**config.mk**
```make
export PLATFORM = sky130hd
export DESIGN_NAME = reload_timer8
export DESIGN_NICKNAME = d
export VERILOG_FILES = /design/src/rtl/timer8_pkg.sv /design/src/rtl/timer8_tap_select.sv /design/src/rtl/timer8_counter.sv /design/src/rtl/timer8_fsm.sv /design/src/rtl/reload_timer8.sv
export SDC_FILE = /design/constraint.sdc
export NUM_CORES = 1
export LEC_CHECK = 0
export ABC_AREA = 1
export BUFFER_PORTS_ARGS = -buffer_cell sky130_fd_sc_hd__buf_4
export CAP_MARGIN = 20
export CORE_ASPECT_RATIO = 0.7
export CORE_MARGIN = 2
export CORE_UTILIZATION = 49
export DETAILED_ROUTE_END_ITERATION = 10
export PLACE_DENSITY_LB_ADDON = 0.2
export SLEW_MARGIN = 20
export SYNTH_ARGS = -nofsm -noshare
export SYNTH_HDL_FRONTEND = slang
export SYNTH_SLANG_ARGS = --single-unit
```
**constraint.sdc**
```tcl
create_clock -name clk -period 1.6 [get_ports clk]
set_input_delay 0 -clock clk [delete_from_list [all_inputs] [get_ports clk]]
set_output_delay 0 -clock clk [all_outputs]
set_load 0.005 [all_outputs]
```
**src/rtl/timer8_pkg.sv**
```systemverilog
package timer8_pkg;
    typedef enum logic {
        ST_HALT  = 1'b0,
        ST_COUNT = 1'b1
    } tmr_state_e;
endpackage

```
**src/rtl/timer8_tap_select.sv**
```systemverilog
module timer8_tap_select #(
    parameter int SEL_W = 4,
    parameter int TAPS  = 15
) (
    input  logic             psc_run,
    input  logic [TAPS-1:0]  psc_tick,
    input  logic [SEL_W-1:0] sel,
    output logic             tick
);
    logic [TAPS-1:0] hit;

    // one comparator per tap; unmatched codes (reserved) select nothing
    for (genvar g = 0; g < TAPS; g++) begin : g_tap
        assign hit[g] = (sel == SEL_W'(g)) & psc_tick[g];
    end

    assign tick = psc_run & (|hit);
endmodule

```
**src/rtl/timer8_counter.sv**
```systemverilog
module timer8_counter #(
    parameter int W = 8
) (
    input  logic         clk,
    input  logic         rst_n,
    input  logic         load,
    input  logic         dec,
    input  logic [W-1:0] load_val,
    output logic [W-1:0] count,
    output logic         zero
);
    always_ff @(posedge clk or negedge rst_n) begin
        if (!rst_n) begin
            count <= '0;
        end else if (load) begin
            count <= load_val;
        end else if (dec) begin
            count <= count - W'(1);
        end
    end

    assign zero = (count == '0);
endmodule

```
**src/rtl/timer8_fsm.sv**
```systemverilog
module timer8_fsm
    import timer8_pkg::*;
#(
    parameter int SEL_W = 4
) (
    input  logic             clk,
    input  logic             rst_n,
    input  logic             ctl_we,
    input  logic             ctl_run,
    input  logic             ctl_rst,
    input  logic             ctl_mode,
    input  logic [SEL_W-1:0] ctl_div,
    input  logic             tick,
    input  logic             zero,
    output logic             running,
    output logic             mode_q,
    output logic [SEL_W-1:0] div_q,
    output logic             load,
    output logic             dec,
    output logic             uf_q
);
    tmr_state_e state, state_nx;
    logic       rst_cmd, step, uf_ev;

    assign rst_cmd = ctl_we & ctl_rst;
    assign step    = (state == ST_COUNT) & tick & ~rst_cmd;
    assign uf_ev   = step & zero;

    always_comb begin
        state_nx = state;
        unique case (state)
            ST_HALT: begin
                if (ctl_we && ctl_run) state_nx = ST_COUNT;
            end
            ST_COUNT: begin
                if (ctl_we && !ctl_run)   state_nx = ST_HALT;
                else if (uf_ev && mode_q) state_nx = ST_HALT;
            end
        endcase
    end

    always_ff @(posedge clk or negedge rst_n) begin
        if (!rst_n) begin
            state  <= ST_HALT;
            mode_q <= 1'b0;
            div_q  <= '0;
        end else begin
            state <= state_nx;
            if (ctl_we && state == ST_HALT) begin
                mode_q <= ctl_mode;
                div_q  <= ctl_div;
            end
        end
    end

    always_ff @(posedge clk or negedge rst_n) begin
        if (!rst_n) uf_q <= 1'b0;
        else        uf_q <= uf_ev;
    end

    always_comb begin
        running = (state == ST_COUNT);
        load    = rst_cmd | uf_ev;
        dec     = step & ~zero;
    end
endmodule

```
**src/rtl/reload_timer8.sv**
```systemverilog
module reload_timer8 #(
    parameter int W     = 8,
    parameter int SEL_W = 4
) (
    input  logic                  clk,
    input  logic                  rst_n,
    input  logic                  psc_run,
    input  logic [2**SEL_W-2:0]   psc_tick,
    input  logic                  ctl_we,
    input  logic                  ctl_run,
    input  logic                  ctl_rst,
    input  logic                  ctl_mode,
    input  logic [SEL_W-1:0]      ctl_div,
    input  logic                  rld_we,
    input  logic [W-1:0]          rld_data,
    output logic [W-1:0]          count_o,
    output logic                  run_o,
    output logic                  mode_o,
    output logic [SEL_W-1:0]      div_o,
    output logic                  uf_o
);
    localparam int TAPS = 2**SEL_W - 1;

    logic [W-1:0] reload_q;
    logic         tick, zero, load, dec;

    always_ff @(posedge clk or negedge rst_n) begin
        if (!rst_n)      reload_q <= '0;
        else if (rld_we) reload_q <= rld_data;
    end

    timer8_tap_select #(.SEL_W(SEL_W), .TAPS(TAPS)) u_tap (
        .psc_run (psc_run),
        .psc_tick(psc_tick),
        .sel     (div_o),
        .tick    (tick)
    );

    timer8_fsm #(.SEL_W(SEL_W)) u_fsm (
        .clk     (clk),
        .rst_n   (rst_n),
        .ctl_we  (ctl_we),
        .ctl_run (ctl_run),
        .ctl_rst (ctl_rst),
        .ctl_mode(ctl_mode),
        .ctl_div (ctl_div),
        .tick    (tick),
        .zero    (zero),
        .running (run_o),
        .mode_q  (mode_o),
        .div_q   (div_o),
        .load    (load),
        .dec     (dec),
        .uf_q    (uf_o)
    );

    timer8_counter #(.W(W)) u_cnt (
        .clk     (clk),
        .rst_n   (rst_n),
        .load    (load),
        .dec     (dec),
        .load_val(reload_q),
        .count   (count_o),
        .zero    (zero)
    );
endmodule

```
# Word level (Yosys, flattened, before mapping)

Cells that the tools add are included.

Input port bits: 35
Logic and storage cells: 61
Flip-flop bits (word level): 23

Equal/unequal tests: 14
$add $sub $neg: 1
Reduce and logical (&&, ||, !) cells: 9
Mux-type cells: 6
Bitwise gates (word level): 25

Operators by type and width:

| operator                                                              | count |
|---|---|
| 4-bit equality test, second input constant                            | 7 |
| 1-bit AND                                                             | 21 |
| 4-bit by 3-bit equality test with 1-bit output, second input constant | 4 |
| 8-bit 2-to-1 mux                                                      | 2 |
| 15-bit OR reduction                                                   | 1 |
| 4-bit by 2-bit equality test with 1-bit output, second input constant | 2 |
| 8-bit logical NOT                                                     | 1 |
| 8-bit by 1-bit subtractor with 8-bit output, second input constant    | 1 |
| 4-bit by 1-bit equality test with 1-bit output, second input constant | 1 |
| 1-bit logical AND                                                     | 4 |
| 4-bit logical NOT                                                     | 1 |
| 1-bit 2-to-1 mux                                                      | 3 |
| 1-bit NOT                                                             | 3 |
| 1-bit one-hot mux with 2 select lines                                 | 1 |
| 2-bit nonzero test                                                    | 1 |
| 1-bit logical NOT                                                     | 1 |
| 1-bit OR                                                              | 1 |

# Longest topological paths before layout

Gate-level depths: netlist (run 1).

Depth after elaboration: 11
Gate-level depth with buffers: 13
Depth with buffers taken out: 12

# Modules after synthesis

A second synthesis (run 1) with hierarchy kept.

Cells, all modules: 187
Area, all modules: 1367.6 um^2

By module, submodules not included:

| module            | cells an instance | area each (um^2) | seq. area each (um^2) | times used |
|---|---|---|---|---|
| timer8_counter    | 73                | 540.5            | 200.2                 | 1 |
| timer8_fsm        | 38                | 315.3            | 175.2                 | 1 |
| reload_timer8     | 34                | 305.3            | 200.2                 | 1 |
| timer8_tap_select | 42                | 206.4            | 0.0                   | 1 |

# Worst setup path after synthesis (run 1)

No wires, ideal clock.

Path kind: register -> register
From: register u_fsm.div_q[0]
To: register u_cnt.count[0]
Setup time: 0.117 ns
Buffers on the path: 1
Arrival: 1.365 ns
Cell stages (with the launch flop): 14
Required time: 1.483 ns
Clock period less this slack: 1.482 ns
Path slack: 0.118 ns
Cell sequence: dfrtp_1 -> buf_6 -> nor2_4 -> nand2_1 -> nand2_1 -> nor2_1 -> nor2_1 -> nor2_1 -> nand2_2 -> nand3_4 -> nand2_4 -> nand2_1 -> nand3_1 -> nand2_1

Longest elaborated chain between the ends: 9
Elaborated cells on any way between the ends: 39
Classes of those cells: 14 x eq/ne; 1 x mux; 21 x bitwise; 3 x reduce/logical

Ends and longest elaborated chain:

| element                                                                      | RTL line                | source |
|---|---|---|
| start: declaration                                                           | timer8_fsm.sv:17        | `output logic [SEL_W-1:0] div_q,` |
| start signal: assignment                                                     | timer8_fsm.sv:51        | `div_q <= ctl_div;` |
| 4-bit by 1-bit equality test with 1-bit output, or another cell as far along | timer8_tap_select.sv:14 | `assign hit[g] = (sel == SEL_W'(g)) & psc_tick[g];` |
| 1-bit AND                                                                    | timer8_tap_select.sv:14 |  |
| 15-bit OR reduction (*)                                                      | timer8_tap_select.sv:17 | `assign tick = psc_run & (\|hit);` |
| 1-bit AND (*)                                                                | timer8_tap_select.sv:17 |  |
| 1-bit AND (*) (2 in a row)                                                   | timer8_fsm.sv:26        | `assign step = (state == ST_COUNT) & tick & ~rst_cmd;` |
| 1-bit AND                                                                    | timer8_fsm.sv:27        | `assign uf_ev = step & zero;` |
| 1-bit OR                                                                     | timer8_fsm.sv:63        | `load = rst_cmd \| uf_ev;` |
| 8-bit 2-to-1 mux / 2-bit nonzero test (equally long branches)                | -                       |  |
| end signal: assignment                                                       | timer8_counter.sv:16    | `count <= load_val;` |
| end signal: assignment                                                       | timer8_counter.sv:18    | `count <= count - W'(1);` |
| end: declaration                                                             | timer8_counter.sv:9     | `output logic [W-1:0] count,` |

Every way passes the cells marked *; elsewhere a longest branch is shown, timed or not.
A chain may end at the register's enable or synchronous reset.

# Worst setup path in the final report (run 1)

From: register u_fsm.div_q[0]
To: register u_cnt.count[6]

Same word-level chain as after synthesis.

==> qor.yml, run 1 <==
detailed_routing:
  wl_met2_um: 1670
  avgViaCountPerCell: 5.01
  drt_iter0_markers: 96
  wl_um: 3790
  wire_per_inst_um: 12.7
  dr.max_layer_used: "met4"
  dr.pass1.iters: 4
  drc: 0
  wl_met1_um: 1850
  ant_nets: 0
  num_vias: 1497
  dr_wl_met3_um: 250
clocking:
  root_buffer: "clkbuf_8"
  cts_tree: "done"
  cts_made_buffers: 3
  clk_pin_slew_ps: 80
  clkLatencyLatePin_ps: 270
  cts_sinks: 23
  cts-htree-levels: 1
  cts.path.max_buffers: 2
setup_path:
  critPathMaxFanout: 8
  path_class: "flip-flop to flip-flop"
  cp.arrival_ps: 1840
  rrSetupSlack_ps: -80
  end_kind: "flip-flop"
  crit_required_ps: 1760
  critPathLaunchType: "flip-flop"
layout:
  nNetsFinal: 301
  utilization_pct: 78.1
  antenna_cells: 0
  area_growth_syn_to_layout_pct: 54.3
  drive_gt1_share_pct: 36.1
  layoutNonFillerInstCount: 299
  final_cell_area_um2: 2160
  nFillCells: 206
status:
  failed_checks: "hold timing, setup timing"
  status: "finished with violations"
timing:
  finalCritPeriodShare_pct: 105
  fmax_mhz: 595
  fin_hold_ws_ps: -2.81
  fin_skew_ps: 1.68
  tightest_slew_ps: 294
  slew_violations: 0
  rsz0062_at_grt: "yes"
  period_needed_ps: 1680
  hold_viol: 1
  setup_viol: 8
  setup_slack_ps: -79.9
  tns_ps: -461
  max_slew_margin_pct: 80.4
global_route:
  track_usage_pct: 24.7
  grt_overflow: 0
  grt_pass1_wl_um: 6250
  antenna_found_initial: 0
  grt_max_degree: 24
  first_global_vias: 1337
die:
  core-area_um2: 2760
  die_x_um: 67.9
  fp-row-count: 16
  dieArea_um2: 3310
  io_pins: 50
  die_h_um: 48.7
  initial_core_util_pct: 50.6
hold_path:
  hp-class: "input pin to flip-flop"
synth:
  synth_simple_gate_area_share_pct: 37.7
  synth_edf_count: 0
  synth.area.mux_share_pct: 0.805
  async_reset_ff_share_pct: 100
  synth_compound_area_share_pct: 4.65
  ys_ff_latch: 23
  syn_area_per_cell_um2: 7.48
  synth_ff_type: "dfrtp_1"
  synthCells: 187
  yosys.area_share.adder_pct: 1.79
  synth_area_um2: 1400
  synth_top_family_by_area: "simple AND/OR/NAND/NOR gates"
  ys_warn_count: 0
  synth_nets: 224
  seq_area_frac_synth_pct: 41.1
  ys_types: 26
  synthXorXnorAreaFrac_pct: 3.76
power_and_ir_drop:
  power_frac_comb_pct: 53.3
  power_mw: 2.67
  power.share.sequential_pct: 32.8
  p_sw_mw: 1.09
  p_leak_nw: 1.15
  power_density_nw_per_um2: 1240
  sw_frac_of_total_pct: 40.7
  internal_power_mw: 1.58
  max-vdd-ir-drop_v: 0.000608
  p_clk_share_pct: 13.9
place:
  hpwl_um: 2490
  dp_cells: 273
  place_congestion: 0.948
  placed_area_um2: 1820
  dp_slack_ps: -108
  port_buffers: 49
flow_run:
  drv_cap: 0
==> placed cells by master, fill, tap and decap left out <==
cell and n:
inv_1 23, nor2_4 1, inv_2 1, clkbuf_8 3
xor2_1 5, nand2_8 1, nor3_1 1, nand3_1 22
nor2_8 1, ha_1 2, nand4_1 4, clkinvlp_4 1
inv_6 1, dlygate4sd3_1 14, nand2_4 3, o21ai_0 8
nand2_2 6, nand2_1 45, dfrtp_2 2, buf_6 2
nor2_1 17, dfrtp_1 21, clkinv_4 1, a21oi_2 1
buf_4 59, or2_1 1, xnor2_1 1, a21oi_1 4
nand3_4 1, mux2_2 1, or2_2 1, nand3_2 9
==> cell usage after synthesis, types with 2 or more instances <==
master,number,area [um2]
dfrtp_1,23,576
xor2_1,5,43.8
nand2_1,50,188
a21oi_1,5,25.0
ha_1,2,25.0
nand3_1,30,150
nand4_1,4,25.0
nor2_1,17,63.8
inv_1,23,86.3
clkbuf_1,2,7.51
buf_6,2,22.5
nand2_4,2,22.5
o21ai_0,8,40.0
nand2_2,2,12.5
==> path summary, 6_finish.rpt <==
check                                from             end  depth (start not counted)
setup / recovery           u_fsm.div_q[0]  u_cnt.count[6]                         12
hold / removal                    ctl_run   u_fsm.running                          3
setup reg to reg           u_fsm.div_q[0]  u_cnt.count[6]                         12
hold reg to reg               reload_q[1]     reload_q[1]                          2
max in group asynchronous           rst_n  u_fsm.div_q[0]                          2
min in group asynchronous           rst_n    u_fsm.mode_q                          2
==> metal layers <==
metal  global-route usage [%]  vias to the layer above
met1                     38.7                      686
li1                         -                      753
met2                     35.6                       54
met4                     4.00                        0
met3                     5.12                        4
met5                        0                        -
==> cell type report <==
type / instances / area [um2] / share of cell area, %
multi-input cells: 135 / 773 / 35.8
repair buffers: 75 / 606 / 28.1
flip-flops and latches: 23 / 578 / 26.8
inverters: 26 / 108 / 4.99
well taps: 36 / 45.0 / 2.09
clock buffers: 3 / 41.3 / 1.91
clock inverters: 1 / 7.51 / 0.348
==> worst max-delay path, cell delays in order, from the launching register on <==
cell and delay, ps:
dfrtp_2 500, buf_6 150, nand3_1 60, nand2_1 60, nor2_1 40, nor2_1 100, nor2_1 60, nand2_2 120
nand3_4 150, nand2_8 140, nand2_2 50, nand3_1 80, nand2_1 60
==> power by group through the flow <==
| stage | logic [mW] | registers, mW | clock network, mW |
|---|---|---|---|
| floorplan | 0.745 | 0.874 | 0 |
| global placement | 1.22 | 0.886 | 0 |
| detailed placement | 1.23 | 0.885 | 0 |
| CTS | 1.34 | 0.867 | 0.378 |
| global route | 1.57 | 0.895 | 0.403 |
| finish | 1.42 | 0.875 | 0.371 |
==> cell families (layout without fill, tap and decap cells) <==
| kind of cell | count (synthesis) | count (layout) |
|---|---|---|
| AND/OR/NAND/NOR | 111 | 113 |
| flip-flops | 23 | 23 |
| adder cells (fa/ha/maj) | 2 | 2 |
| XOR/XNOR | 6 | 6 |
| multiplexers | 1 | 1 |
| AO/OA/AOI/OAI | 13 | 13 |
| buffers and inverters | 31 | 105 |
==> repair_timing <==
item                       CTS  global route
setup endpoints to repair    8            10
pin swaps                    3            16
gates resized for setup      9            17
hold buffers                14             0
hold endpoints to repair    36             0
buffers inserted             5             1
gates cloned                 2             0
==> state kept, by name, summed over array words and instances, names as in the netlist <==
name,flops
u_fsm.div_q,4
reload_q,8
u_fsm.running,1
u_fsm.uf_q,1
u_cnt.count,8
u_fsm.mode_q,1
Note: power is estimated with default switching activity, not from simulation.
==> run 2: changes to the inputs <==
ABC_AREA = default   (was 1)
CORE_UTILIZATION = 48   (was 49)
==> run 2 against run 1 <==
Effect of this change:
- the flow finishes with violations (setup timing)
- highest routed layer unchanged
- setup slack lost 250 ps
- clock skew grew 4.9 ps
- register-to-register slack lost 250 ps
- cell area grew 2.8%
- largest power group unchanged
- critical path depth shrank 6
- count of clock-buffer cells in the layout is the same
- utilization grew 10 points
- clock power grew 4%
- worst hold slack gained 43 ps
- synthesized cell count shrank 36%
==> qor.yml, run 2 <==
global_route:
  track_usage_pct: 35.1  # +10 points
  grt_pass1_wl_um: 7650  # +22%
  first_global_vias: 1500  # +12%
  grt_max_degree: 24  # unchanged
  antenna_found_initial: 0  # unchanged
  grt_overflow: 0  # unchanged
detailed_routing:
  dr.pass1.iters: 4  # unchanged
  wl_um: 5130  # +35%
  ant_nets: 0  # unchanged
  wire_per_inst_um: 20.4  # +61%
  avgViaCountPerCell: 5.83  # +16%
  num_vias: 1464  # -2.2%
  drt_iter0_markers: 165  # +72%
  drc: 0  # unchanged
layout:
  antenna_cells: 0  # unchanged
  nNetsFinal: 255  # -15%
  layout_common_cells: "81 x buf_4, 22 x dfrtp_1, 14 x dlygate4sd3_1"
  nFillCells: 118  # -43%
  drive_gt1_share_pct: 53.0  # +17 points
  area_growth_syn_to_layout_pct: 71.3
  final_common_cell: "buf_4"
  top_regs: "reload_q (8), u_cnt.count (8), u_fsm.div_q (4)"
  final_cell_area_um2: 2220  # +2.8%
setup_path:
  path_cells: "mux4_2 > nand2b_4 > nand3_4 > nand2_8 > a21o_1 > a221o_1"
  cp.arrival_ps: 2090  # +250 ps
  path_class: "flip-flop to flip-flop"
  cpPeakStageDelay_ps: 520  # +20 ps
  crit_required_ps: 1770  # about the same
  crit_slowest_cell: "mux4_2"
  critPathMaxFanout: 8  # unchanged
  rrSetupSlack_ps: -330  # -250 ps
  r2r_cells: 6  # -6
  r2r-end: "u_cnt.count[6]"
  path_depth: 6  # -6
  cp_num_buf_inv: 0  # -1
  end_kind: "flip-flop"
  path_delay_family: "multiplexers"
  r2r-start: "u_fsm.div_q[1]"
  critPathLaunchType: "flip-flop"
place:
  port_buffers: 49  # unchanged
  placed_area_um2: 1900  # +4.5%
  place_congestion: 0.889  # -6.3%
  hpwl_um: 3100  # +24%
flow_run:
  drv_cap: 0  # unchanged
synth:
  async_reset_ff_share_pct: 100  # unchanged
  synth_area_leader_cell: "dfrtp_1"
  ys_ff_latch: 23  # unchanged
  synth_edf_count: 0  # unchanged
  synth_top_family_by_area: "simple AND/OR/NAND/NOR gates"
  ys_types: 39  # +50%
  synth_nets: 156  # -30%
  syn_area_per_cell_um2: 10.9  # +45%
  yosys-top-cells-area: "dfrtp_1 44%, mux2_2 8.7%, mux2i_1 6.2%, nand2_1 2.9%, nand3b_1 2.3%"
  synth_area_um2: 1290  # -7.4%
  synthCells: 119  # -36%
  synth_simple_gate_area_share_pct: 17.3  # -20 points
  seq_area_frac_synth_pct: 44.4  # +3.3 points
  synth.area.mux_share_pct: 16.6  # +16 points
  synth_top_area_share_pct: 44.4  # +3.3 points
  yosys.area_share.adder_pct: 1.93  # +0.14 points
  synth_compound_area_share_pct: 15.7  # +11 points
  synthXorXnorAreaFrac_pct: 0  # -3.8 points
  ys_warn_count: 0  # unchanged
  synth_common_cells: "23 x dfrtp_1, 10 x mux2_2, 10 x nand2_1"
  synth_ff_type: "dfrtp_1"
  synth.most_common_cell: "dfrtp_1"
die:
  io_pins: 50  # unchanged
  core-area_um2: 2510  # -9.0%
  die_x_um: 66.1  # -2.6%
  dieArea_um2: 3140  # -5.1%
  initial_core_util_pct: 51.5  # +0.86 points
  die_h_um: 47.5  # -2.6%
  fp-row-count: 15  # -1
timing:
  slew_violations: 0  # unchanged
  finalCritPeriodShare_pct: 120  # +15 points
  tns_ps: -2590  # -2130 ps
  hold_viol: 0  # -1
  fin_skew_ps: 6.54  # +4.86 ps
  setup_slack_ps: -326  # -246 ps
  rsz0062_at_grt: "yes"
  period_needed_ps: 1930  # +246 ps
  tightest_slew_ps: 396  # +101 ps
  max_slew_margin_pct: 73.4  # -7.0 points
  setup_viol: 10  # +2
  fmax_mhz: 519  # -13%
clocking:
  cts_tree: "done"
  cts-htree-levels: 1  # unchanged
  cts_made_buffers: 3  # unchanged
  cts.path.max_buffers: 2  # unchanged
  clk_pin_slew_ps: 90  # about the same
  clkLatencyLatePin_ps: 270  # about the same
  cts_sinks: 23  # unchanged
  root_buffer: "clkbuf_8"
hold_path:
  hp-class: "input pin to flip-flop"
  holdPathStages: 2  # -1
  holdCritStartpoint: "rld_we"
  whs_endpoint: "reload_q[3]"
power_and_ir_drop:
  power_density_nw_per_um2: 1050  # -15%
  max-vdd-ir-drop_v: 0.000810  # +33%
  p_leak_nw: 1.08  # -5.9%
  power_mw: 2.33  # -13%
status:
  failed_checks: "setup timing"
  status: "finished with violations"
-- run 2: changes by cell type after synthesis, sizes merged, moves of 4 or more --
cell    before  now
inv         25    6
mux2         1   10
mux2i        0    8
nand2       54   11
nand3       31    4
nand3b       0    4
nor2        19    7
o21ai        8    4
xor2         5    0
-- run 2: area by class of cell --
class | instances | area [um2] | area share, %
Sequential cell | 23 | 577 | 26.0
Timing Repair Buffer | 98 | 786 | 35.4
Tap cell | 34 | 42.5 | 1.92
Clock inverter | 1 | 7.51 | 0.338
Clock buffer | 3 | 41.3 | 1.86
Inverter | 6 | 22.5 | 1.02
Multi-Input combinational cell | 86 | 742 | 33.4
-- run 2: where the power goes --
part	leakage, nW	total (mW)	internal, mW	switching [mW]
Combinational	0.787	1.16	0.645	0.518
Sequential	0.274	0.788	0.686	0.103
Clock	0.0217	0.384	0.177	0.207
-- run 2: cells by family after synthesis --
kind of cell	after synthesis
flops	23
simple gates	38
fa+ha+maj	2
buf+inv	10
compound gates	27
mux	19
-- run 2: stage by stage --
stage	hold slack [ps]	worst slack, ps	util, %	std cells
2_1_floorplan	-296	-284	-	119
3_3_place_gp	-93.1	-261	75.6	228
3_5_place_dp	-89.3	-348	75.6	228
4_1_cts	4.67	-282	87.0	251
5_1_grt	39.3	-369	88.2	251
6_report	40.2	-326	88.2	251
-- run 2: worst max path at each step --
stage              startpoint              to  slack, ps
2_1_floorplan  u_fsm.div_q[1]  u_cnt.count[0]       -280
3_3_place_gp   u_fsm.div_q[1]  u_cnt.count[6]       -260
3_5_place_dp   u_fsm.div_q[1]  u_cnt.count[7]       -350
4_1_cts        u_fsm.div_q[1]  u_cnt.count[6]       -280
5_1_grt        u_fsm.div_q[1]  u_cnt.count[6]       -370
6_report       u_fsm.div_q[1]  u_cnt.count[6]       -330
-- run 2: routing by layer --
metal	GRT usage [%]	part of all wire, %	vias to the layer above	wire length [um]
met4	18.8	4.0	0	206
met1	42.9	38	691	1930
met5	0	0	-	0
met2	58.4	47	107	2440
met3	10.1	11	23	555
li1	-	-	643	-
-- run 2: repair_timing --
action / CTS / global route
hold buffers: 14 / 0
pin swaps: 12 / 7
endpoints found under the setup margin: 10 / 10
gates resized for setup: 14 / 6
cloned: 0 / 0
buffers inserted: 5 / 0
hold endpoints to repair: 36 / 0
